<file path="config.mk">
export PLATFORM = sky130hd
export DESIGN_NAME = node_msg_port
export DESIGN_NICKNAME = d
export VERILOG_FILES = /design/src/rtl/nmp_pkg.sv /design/src/rtl/nmp_pack.sv /design/src/rtl/nmp_fifo.sv /design/src/rtl/nmp_unpack.sv /design/src/rtl/node_msg_port.sv
export SDC_FILE = /design/constraint.sdc
export NUM_CORES = 1
export LEC_CHECK = 0
export BUFFER_PORTS_ARGS = -buffer_cell sky130_fd_sc_hd__buf_4
export CORE_MARGIN = 3
export CORE_UTILIZATION = 57
export DETAILED_ROUTE_END_ITERATION = 10
export PLACE_DENSITY_LB_ADDON = 0.25
export SYNTH_ARGS = -nofsm -noshare
export SYNTH_HDL_FRONTEND = slang
export SYNTH_SLANG_ARGS = --single-unit
</file>
<file path="constraint.sdc">
create_clock -name clk -period 4.69 [get_ports clk]
set_input_delay 0.938 -clock clk [delete_from_list [all_inputs] [get_ports clk]]
set_output_delay 0.938 -clock clk [all_outputs]
set_load 0.02 [all_outputs]
</file>
<file path="src/rtl/nmp_pkg.sv">
package nmp_pkg;
  localparam int CPU_W   = 16;
  localparam int TGT_W   = 7;
  localparam int LADDR_W = 14;
  localparam int PAY_W   = 8;
  localparam int MSG_W   = TGT_W + 1 + LADDR_W + PAY_W;

  // Field order from MSB: target, buffer select, local address, data
  typedef struct packed {
    logic [TGT_W-1:0]   tgt;
    logic               bsel;
    logic [LADDR_W-1:0] laddr;
    logic [PAY_W-1:0]   pay;
  } msg_t;

  function automatic msg_t pack_store(input logic [CPU_W-1:0] addr,
                                      input logic [CPU_W-1:0] data);
    msg_t m;
    m.tgt   = data[PAY_W +: TGT_W];
    m.bsel  = addr[LADDR_W];
    m.laddr = addr[LADDR_W-1:0];
    m.pay   = data[PAY_W-1:0];
    return m;
  endfunction
endpackage

</file>
<file path="src/rtl/nmp_pack.sv">
module nmp_pack
  import nmp_pkg::*;
(
  input  logic             clk,
  input  logic             rst_n,
  input  logic             st_valid,
  output logic             st_ready,
  input  logic [CPU_W-1:0] st_addr,
  input  logic [CPU_W-1:0] st_data,
  output logic             tx_valid,
  input  logic             tx_ready,
  output msg_t             tx_msg
);
  logic tx_valid_q;
  msg_t tx_msg_q;
  logic unused_bits;

  assign unused_bits = ^{st_addr[CPU_W-1], st_data[CPU_W-1]};
  assign st_ready    = !tx_valid_q || tx_ready;

  always_ff @(posedge clk) begin
    if (!rst_n) begin
      tx_valid_q <= 1'b0;
      tx_msg_q   <= '0;
    end else if (st_ready) begin
      tx_valid_q <= st_valid;
      if (st_valid) tx_msg_q <= pack_store(st_addr, st_data);
    end
  end

  assign tx_valid = tx_valid_q;
  assign tx_msg   = tx_msg_q;


  tx_hold_chk: assert property (@(posedge clk) disable iff (!rst_n)
    (tx_valid && !tx_ready) |=> (tx_valid && $stable(tx_msg)));
endmodule

</file>
<file path="src/rtl/nmp_fifo.sv">
module nmp_fifo #(
  parameter int W     = 30,
  parameter int DEPTH = 8
) (
  input  logic         clk,
  input  logic         rst_n,
  input  logic         in_valid,
  output logic         in_ready,
  input  logic [W-1:0] in_data,
  output logic         out_valid,
  input  logic         out_ready,
  output logic [W-1:0] out_data
);
  localparam int PW = (DEPTH > 1) ? $clog2(DEPTH) : 1;
  localparam int CW = $clog2(DEPTH + 1);
  localparam logic [PW-1:0] LAST = PW'(DEPTH - 1);
  localparam logic [CW-1:0] FULL = CW'(DEPTH);

  logic [W-1:0]  mem [DEPTH];
  logic [PW-1:0] wr_ptr, rd_ptr;
  logic [CW-1:0] count;
  logic          push, pop;

  assign in_ready  = (count != FULL);
  assign out_valid = (count != '0);
  assign push      = in_valid && in_ready;
  assign pop       = out_valid && out_ready;
  assign out_data  = mem[rd_ptr];

  always_ff @(posedge clk) begin
    if (push) mem[wr_ptr] <= in_data;
  end

  always_ff @(posedge clk) begin
    if (!rst_n) begin
      wr_ptr <= '0;
      rd_ptr <= '0;
      count  <= '0;
    end else begin
      if (push) wr_ptr <= (wr_ptr == LAST) ? '0 : wr_ptr + 1'b1;
      if (pop)  rd_ptr <= (rd_ptr == LAST) ? '0 : rd_ptr + 1'b1;
      if (push && !pop)      count <= count + 1'b1;
      else if (pop && !push) count <= count - 1'b1;
    end
  end


  no_overflow_chk: assert property (@(posedge clk) disable iff (!rst_n)
    count <= FULL);


  fifo_count_chk: assert property (@(posedge clk) disable iff (!rst_n)
    (in_valid && in_ready && !(out_valid && out_ready)) |=> (count == $past(count) + 1'b1));
endmodule

</file>
<file path="src/rtl/nmp_unpack.sv">
module nmp_unpack
  import nmp_pkg::*;
#(
  parameter int CNT_W = 16
) (
  input  logic               clk,
  input  logic               rst_n,
  input  logic               in_valid,
  output logic               in_ready,
  input  msg_t               in_msg,
  input  logic               mem_ready,
  output logic [1:0]         we,
  output logic [LADDR_W-1:0] waddr,
  output logic [PAY_W-1:0]   wdata,
  input  logic               cnt_clr,
  output logic [CNT_W-1:0]   cnt0,
  output logic [CNT_W-1:0]   cnt1
);
  localparam logic [CNT_W-1:0] CMAX = '1;

  logic             fire;
  logic [CNT_W-1:0] cnt_q [2];
  logic             unused_tgt;

  assign unused_tgt = ^in_msg.tgt;
  assign in_ready   = mem_ready;
  assign fire       = in_valid && mem_ready;
  assign waddr      = in_msg.laddr;
  assign wdata      = in_msg.pay;

  for (genvar g = 0; g < 2; g++) begin : g_buf
    assign we[g] = fire && (in_msg.bsel == 1'(g));

    always_ff @(posedge clk) begin
      if (!rst_n || cnt_clr)           cnt_q[g] <= '0;
      else if (we[g] && cnt_q[g] != CMAX) cnt_q[g] <= cnt_q[g] + 1'b1;
    end


    cnt_clear_chk: assert property (@(posedge clk) disable iff (!rst_n)
      cnt_clr |=> (cnt_q[g] == '0));


    cnt_sat_chk: assert property (@(posedge clk) disable iff (!rst_n)
      (cnt_q[g] == CMAX && !cnt_clr) |=> (cnt_q[g] == CMAX));
  end

  assign cnt0 = cnt_q[0];
  assign cnt1 = cnt_q[1];


  wr_onehot_chk: assert property (@(posedge clk) disable iff (!rst_n)
    $onehot0(we));
endmodule

</file>
<file path="src/rtl/node_msg_port.sv">
module node_msg_port
  import nmp_pkg::*;
#(
  parameter int FIFO_DEPTH = 8,
  parameter int CNT_W      = 16
) (
  input  logic               clk,
  input  logic               rst_n,
  input  logic               cpu_wr_valid,
  output logic               cpu_wr_ready,
  input  logic [15:0]        cpu_wr_addr,
  input  logic [15:0]        cpu_wr_data,
  output logic               tx_valid,
  input  logic               tx_ready,
  output logic [29:0]        tx_msg,
  input  logic               rx_valid,
  output logic               rx_ready,
  input  logic [29:0]        rx_msg,
  input  logic               buf_wr_ready,
  output logic               buf0_we,
  output logic               buf1_we,
  output logic [13:0]        buf_wr_addr,
  output logic [7:0]         buf_wr_data,
  input  logic               cnt_clr,
  output logic [CNT_W-1:0]   buf0_count,
  output logic [CNT_W-1:0]   buf1_count
);
  msg_t             tx_m;
  logic             head_valid, head_ready;
  logic [MSG_W-1:0] head_bits;
  logic [1:0]       we;

  nmp_pack u_pack (
    .clk      (clk),
    .rst_n    (rst_n),
    .st_valid (cpu_wr_valid),
    .st_ready (cpu_wr_ready),
    .st_addr  (cpu_wr_addr),
    .st_data  (cpu_wr_data),
    .tx_valid (tx_valid),
    .tx_ready (tx_ready),
    .tx_msg   (tx_m)
  );
  assign tx_msg = tx_m;

  nmp_fifo #(.W(MSG_W), .DEPTH(FIFO_DEPTH)) u_fifo (
    .clk       (clk),
    .rst_n     (rst_n),
    .in_valid  (rx_valid),
    .in_ready  (rx_ready),
    .in_data   (rx_msg),
    .out_valid (head_valid),
    .out_ready (head_ready),
    .out_data  (head_bits)
  );

  nmp_unpack #(.CNT_W(CNT_W)) u_unpack (
    .clk       (clk),
    .rst_n     (rst_n),
    .in_valid  (head_valid),
    .in_ready  (head_ready),
    .in_msg    (msg_t'(head_bits)),
    .mem_ready (buf_wr_ready),
    .we        (we),
    .waddr     (buf_wr_addr),
    .wdata     (buf_wr_data),
    .cnt_clr   (cnt_clr),
    .cnt0      (buf0_count),
    .cnt1      (buf1_count)
  );

  assign buf0_we = we[0];
  assign buf1_we = we[1];


  no_grant_chk: assert property (@(posedge clk) disable iff (!rst_n)
    !buf_wr_ready |-> !(buf0_we || buf1_we));
endmodule

</file>
==> metrics.txt, run 1 <==
outcome finished, final reports clean; register area share after synthesis 0.700; Comb pwr share 0.202; CP Data Arrival Time 2.57 ns; CP max stage cell dfxtp_4; first-pass GRT wire length around 33000 um; minimum clock period after layout roughly 3.5 ns; Routed WL per cell just under 20 um; post-synthesis cell area 10500 um^2; worst vdd ir between 0.0004 and 0.0005 V; Buf/Inv on CP 1; routed via count roughly 5.9k; Slew Viols, Final 0; Rows 49; Seq cells post-synth between 200 and 300; slowest stage delay, CP ~0.94 ns; Avg Cell Area, Syn 16.5 um^2; drt pass-1 iters 4; worst-margin pin slew between 0.9 and 1 ns; TritonCTS clock tree yes; Total GRT Usage 0.210; final worst clock skew ~0.022 ns; final hold viol count 0; switching power ~1600 uW; Placed Cells between 1k and 1.5k; GPL Wtd Cong just under 0.8; setup TNS 0 ns; crit share post-route 0.748; Initial DRC Count roughly 350; asr flop ratio synth 0; Yosys warning count 0; RSZ-0062 raised after global routing false; nets between 800 and 900; Highest Clock Rate roughly 290 MHz; Worst setup EP type primary output; final setup fails 0; commonest non-fill, non-tap cell in the layout edfxtp_1; total CTS buffers 26; P&R area growth vs syn 21.6%; antenna cells 0; Relative slew margins 0.346; number of enable flip-flop cells after synthesis ~220; Crit Path Category reg2out; ranking of synthesized cells by area edfxtp_1 62%, mux4_2 9.8%, dfxtp_1 8.4%, nand2_1 2.8%, a21boi_0 2.4%; Int Pwr 4530 uW; Post-Layout Cell Count about 1.0k; Ports 158; vias in the first global route 6239; Port Buffers 148; clock sink count 260; initial antenna violation count 0; core box area ~18000 um^2; clk slew on worst S/H paths 0.06 ns; Worst EP required 3.75 ns; CP Max Fanout 45; post-CTS setup buffer count 0; Longest Clk Path Bufs 3; top cell type by total area after synthesis edfxtp_1; Die Height around 140 um; worst-skew pair later-pin latency 0.53 ns; Sw Share 0.265; prevailing post-synth register cell edfxtp_1; Die X ~140 um; antenna viol nets, final 0; Hold Path Class reg2reg; fraction of layout cells with a size suffix above 1 0.359; Top delay family on crit path flip-flops; Clk pwr share 0.331; commonest non-fill, non-tap cells in the layout 216 x edfxtp_1, 163 x buf_4, 79 x nand2_1; LEAKAGE approximately 0.0045 uW; vias per cell around 5.7; CP startpoint kind flip-flop; clk root buf clkbuf_16; Initial Util 0.584; DP HPWL 12900 um; drt drc 0; GRT Residual Overflow 0; largest net degree at the start of global routing 46; Routed WL roughly 21000 um; Flop pwr share 0.468; Max Cap Violations 0; Resized cells post-CTS 0; # H-tree levels 1; Die ar. 20100 um^2; Hold-fix buffers, CTS 0; Post-Syn Instances 638; Layout fillers 1135; crit-path cells mux4_2, mux2_2, buf_4; Synth cell types between 40 and 50; Synthesized Nets ~700; Yosys top cell area share 0.616; PD cells just under 500 nW/um^2
logic make-up (layout without fill, tap and decap cells):
family / count (synthesis) / count (layout) / share of synthesized area
buffers and inverters: 37 / 219 / 0.0156
DFF: 260 / 260 / 0.700
adders and majority gates: 10 / 10 / 0.0126
AOI/OAI and AO/OA: 47 / 47 / 0.0342
muxes: 74 / 74 / 0.128
xor gates and xnor gates: 28 / 28 / 0.0233
and+or+nand+nor: 182 / 182 / 0.0864
flip-flops by register name (all words and copies together) (netlist names), named ones only:
register and flops:
u_fifo.count 4, u_pack.tx_valid 1, u_fifo.rd_ptr 3, u_unpack.cnt_q 32
u_fifo.wr_ptr 3, u_pack.tx_msg 30, u_fifo.mem 184
tightest hold or removal path, cell delays in order, from the launching register on:
cell      delay, ns
dfxtp_1        0.31
nand2_1        0.05
a21boi_0       0.06
power groups by stage:
stage | Combinational, uW | Sequential (uW) | Clock [uW]
after floorplan | 841 | 2880 | 0
after global placement | 1210 | 2920 | 0
after detailed placement | 1240 | 2930 | 0
after CTS | 1260 | 2890 | 2080
after global routing | 1330 | 2920 | 2180
final | 1240 | 2880 | 2040
per-stage QoR:
step / util / area [um^2] / hold slack, ns / power, uW / worst slack (ns)
3_3_place_gp: 0.663 / 12000 / 0.449 / 4120 / 1.68
5_1_grt: 0.710 / 12800 / 0.479 / 6430 / 0.993
3_5_place_dp: 0.663 / 12000 / 0.457 / 4170 / 1.52
6_report: 0.710 / 12800 / 0.462 / 6160 / 1.18
2_1_floorplan: - / 10500 / 0.487 / 3720 / 0.908
4_1_cts: 0.710 / 12800 / 0.465 / 6220 / 1.12
area by class of cell:
| class | count | area, um^2 | share of cell area |
|---|---|---|---|
| sequential | 260 | 7370 | 0.576 |
| multi-input combinational | 341 | 3040 | 0.237 |
| timing repair buffer | 163 | 1220 | 0.0956 |
| clock buffer | 32 | 694 | 0.0542 |
| tap | 229 | 287 | 0.0224 |
| clock inverter | 15 | 158 | 0.0123 |
| inverter | 9 | 33.8 | 0.00264 |
cells in the mapped netlist (all sizes together) (2+ instances only):
cell type	count
ha	9
o21a	2
o21ai	4
and3	4
buf	9
and4	3
or3	3
nor4	5
mux2	23
nor3	10
a21boi	34
and2	4
edfxtp	216
clkbuf	19
inv	9
nand2	79
nand3	12
mux4	46
nor2b	7
nand4	7
a21oi	3
nor2	39
mux2i	5
nand2b	4
xnor2	15
xor2	13
dfxtp	44
per-layer routing:
| layer | global-route usage | wire length (um) |
|---|---|---|
| met5 | 0 | 0 |
| met4 | 0.0712 | 558 |
| met3 | 0.0347 | 961 |
| met2 | 0.359 | 10700 |
| met1 | 0.278 | 8670 |
final timing paths:
path | startpoint | to | slack (ns) | cells after the start
setup / recovery | flip-flop | buf_wr_addr[4] | 1.18 | 3
hold / removal | u_pack.tx_msg[26] | u_pack.tx_msg[26] | 0.46 | 2
setup reg to reg | u_fifo.count[0] | u_fifo.count[3] | 1.42 | 10
hold reg to reg | u_pack.tx_msg[26] | u_pack.tx_msg[26] | 0.46 | 2
No activity file was read; power rests on OpenSTA's default activity.
==> run 2: changes to the inputs <==
--- a/config.mk
+++ b/config.mk
@@ -7,7 +7,7 @@
 export LEC_CHECK = 0
 export BUFFER_PORTS_ARGS = -buffer_cell sky130_fd_sc_hd__buf_4
 export CORE_MARGIN = 3
-export CORE_UTILIZATION = 57
+export CORE_UTILIZATION = 51
 export DETAILED_ROUTE_END_ITERATION = 10
 export PLACE_DENSITY_LB_ADDON = 0.25
 export SYNTH_ARGS = -nofsm -noshare
==> constraint.sdc (replaced) <==
create_clock -name clk -period 3.14 [get_ports clk]
set_input_delay 0.628 -clock clk [delete_from_list [all_inputs] [get_ports clk]]
set_output_delay 0.628 -clock clk [all_outputs]
set_load 0.02 [all_outputs]
==> metrics.txt, run 2 (synthesized netlist as in run 1, its figures left out) <==
Int Pwr 6830 uW (was 4530 uW); placed cell area 12000 um^2 (about the same); Highest Clock Rate ~340 MHz; Die Height 150 um (was 142 um); worst-skew pair later-pin latency 0.52 ns (was 0.53 ns); GPL Wtd Cong 0.779 (was 0.775); vias in the first global route 6189 (was 6239); Initial DRC Count 343 (was 346); Worst setup EP type primary output (unchanged); minimum clock period after layout a little under 3 ns; Max Cap Violations 0 (unchanged); Sw Share 0.263 (was 0.265); drt drc 0 (unchanged); Flop pwr share 0.453 (was 0.468); worst-margin pin slew 1.10 ns (was 0.981 ns); Comb pwr share 0.214 (was 0.202); Longest Clk Path Bufs 3 (unchanged); Top delay family on crit path buffers and inverters (was flip-flops); CP Data Arrival Time 2.33 ns (was 2.57 ns); outcome finished, final reports clean (unchanged); final worst clock skew 0.0177 ns (was 0.0219 ns); Critical R2R Launch u_fifo.count[0] (unchanged); Most flops, register u_fifo.mem (unchanged); worst vdd ir 0.000427 V (was 0.000403 V); fraction of layout cells with a size suffix above 1 0.365 (was 0.359); Relative slew margins 0.263 (was 0.346); Hold Path Class in2reg (was reg2reg); Buf/Inv on CP 2 (was 1); # H-tree levels 1 (unchanged); switching power 2440 uW (was 1630 uW); final hold viol count 0 (unchanged); LEAKAGE 0.00456 uW (was 0.00454 uW); DP HPWL 13700 um (was 12900 um); Crit Path Category reg2out (unchanged); CP max stage cell buf_4 (was dfxtp_4); Worst EP required 2.51 ns (was 3.75 ns); RSZ-0062 raised after global routing false (unchanged); PD cells 719 nW/um^2 (was 481 nW/um^2); Register-to-Register Path Depth 10 (unchanged); Die ar. 22400 um^2 (was 20100 um^2); WP depth 4 (was 3); Routed WL 21200 um (was 20900 um); Slew Viols, Final 0 (unchanged); crit share post-route 0.943; clk root buf clkbuf_16 (unchanged); commonest non-fill, non-tap cells in the layout 216 x edfxtp_1, 163 x buf_4, 79 x nand2_1 (unchanged); P&R area growth vs syn 22.4% (was 21.6%); core box area 19800 um^2 (was 18000 um^2); crit path to buf_wr_addr[4] (unchanged); R2R Setup Slk 0.39 ns (was 1.42 ns); TritonCTS clock tree yes (unchanged); critical path's most frequent cell buf_4; Ports 158 (unchanged); final setup fails 0 (unchanged); Die X 150 um (was 142 um); initial antenna violation count 0 (unchanged); Total GRT Usage 0.190 (was 0.210); Clk pwr share 0.333 (was 0.331); crit-path cells buf_4, mux4_2, mux2_2, buf_4 (was mux4_2, mux2_2, buf_4); clock sink count 260 (unchanged); slowest stage delay, CP 0.56 ns (was 0.94 ns); Port Buffers 148 (unchanged); Rows 51 (was 49); antenna viol nets, final 0 (unchanged); nets 881 (was 880); post-CTS setup buffer count 0 (unchanged); Final Instance Area 12900 um^2 (was 12800 um^2); Placement Setup Slack 0.415 ns (was 1.52 ns); final setup margin 0.178 ns (was 1.18 ns); antenna cells 0 (unchanged); Largest register FFs 184 (unchanged); CP Max Fanout 44 (was 45); routed via count 5919 (was 5948); Crit Reg-Reg Endpoint u_fifo.count[3] (unchanged); total CTS buffers 26 (unchanged); Routed WL per cell 19.5 um (was 19.9 um); GRT Residual Overflow 0 (unchanged); drt pass-1 iters 4 (unchanged); first-pass GRT wire length 33300 um (was 33100 um); Initial Util 0.530 (was 0.584); largest net degree at the start of global routing 45 (was 46); setup TNS 0 ns (unchanged); clk slew on worst S/H paths 0.06 ns (about the same); CP startpoint kind flip-flop (unchanged); commonest non-fill, non-tap cell in the layout edfxtp_1 (unchanged); vias per cell 5.45 (was 5.67)
## run 2: changes by cell type in the layout (fill, tap and decap cells not counted)
| cell | change |
|---|---|
| clkinv_2 | +5 |
| clkinv_1 | -3 |
| clkbuf_8 | +2 |
| buf_12 | +1 |
| clkbuf_1 | -1 |
| clkinv_8 | -1 |
| inv_6 | -1 |
| nor4_2 | -1 |
| nor4_4 | +1 |
## run 2: worst register-to-register path, cell delays in order (launching register included)
cell	delay, ns
dfxtp_1	0.38
or4b_2	0.72
nand2_1	0.12
inv_1	0.09
ha_1	0.22
inv_1	0.14
ha_1	0.25
a21o_1	0.17
a21oi_1	0.17
mux2i_1	0.24
mux2i_1	0.19
## run 2: routing by layer
metal,track usage,vias to the layer above,wire length (um)
li1,-,2755,-
met1,0.252,2963,8570
met2,0.330,173,10900
met3,0.0327,28,1310
met4,0.0453,0,378
met5,0,-,0
## run 2: how the worst min path moves through the flow
stage | startpoint | endpoint | slack, ns | depth (start not counted)
final | rx_msg[15] | u_fifo.mem[2][15] | 0.34 | 1
after global routing | rx_msg[9] | u_fifo.mem[7][9] | 0.33 | 1
after CTS | rx_msg[9] | u_fifo.mem[7][9] | 0.32 | 1
after detailed placement | u_pack.tx_msg[3] | u_pack.tx_msg[3] | 0.46 | 2
after global placement | u_pack.tx_msg[6] | u_pack.tx_msg[6] | 0.45 | 2
after floorplan | u_fifo.count[3] | u_fifo.count[3] | 0.49 | 2
## run 2: area by class of cell
| cell class | count | area (um^2) |
|---|---|---|
| sequential | 260 | 7370 |
| fill | 1384 | 6960 |
| multi-input combinational | 341 | 3040 |
| timing repair buffer | 164 | 1240 |
| clock buffer | 33 | 718 |
| tap | 265 | 332 |
| clock inverter | 15 | 146 |
| inverter | 9 | 33.8 |
## run 2: stage by stage
step | total power (uW) | util | hold WS [ns] | std cells
2_1_floorplan | 5550 | - | 0.487 | 638
3_3_place_gp | 6210 | 0.606 | 0.451 | 1039
3_5_place_dp | 6280 | 0.606 | 0.456 | 1039
4_1_cts | 9370 | 0.649 | 0.322 | 1087
5_1_grt | 9630 | 0.650 | 0.328 | 1087
6_report | 9270 | 0.650 | 0.338 | 1087
## run 2: power by group through the flow
| stage | sequential (uW) | combinational (uW) | clock, uW |
|---|---|---|---|
| global route | 4230 | 2150 | 3260 |
| detailed placement | 4270 | 2020 | 0 |
| floorplan | 4290 | 1260 | 0 |
| finish | 4200 | 1980 | 3090 |
| CTS | 4200 | 2020 | 3150 |
| global placement | 4250 | 1960 | 0 |
## run 2: what timing repair did
item	in CTS	in global routing
endpoints found under the setup margin	0	13
hold buffers	0	0
resized for setup	0	1
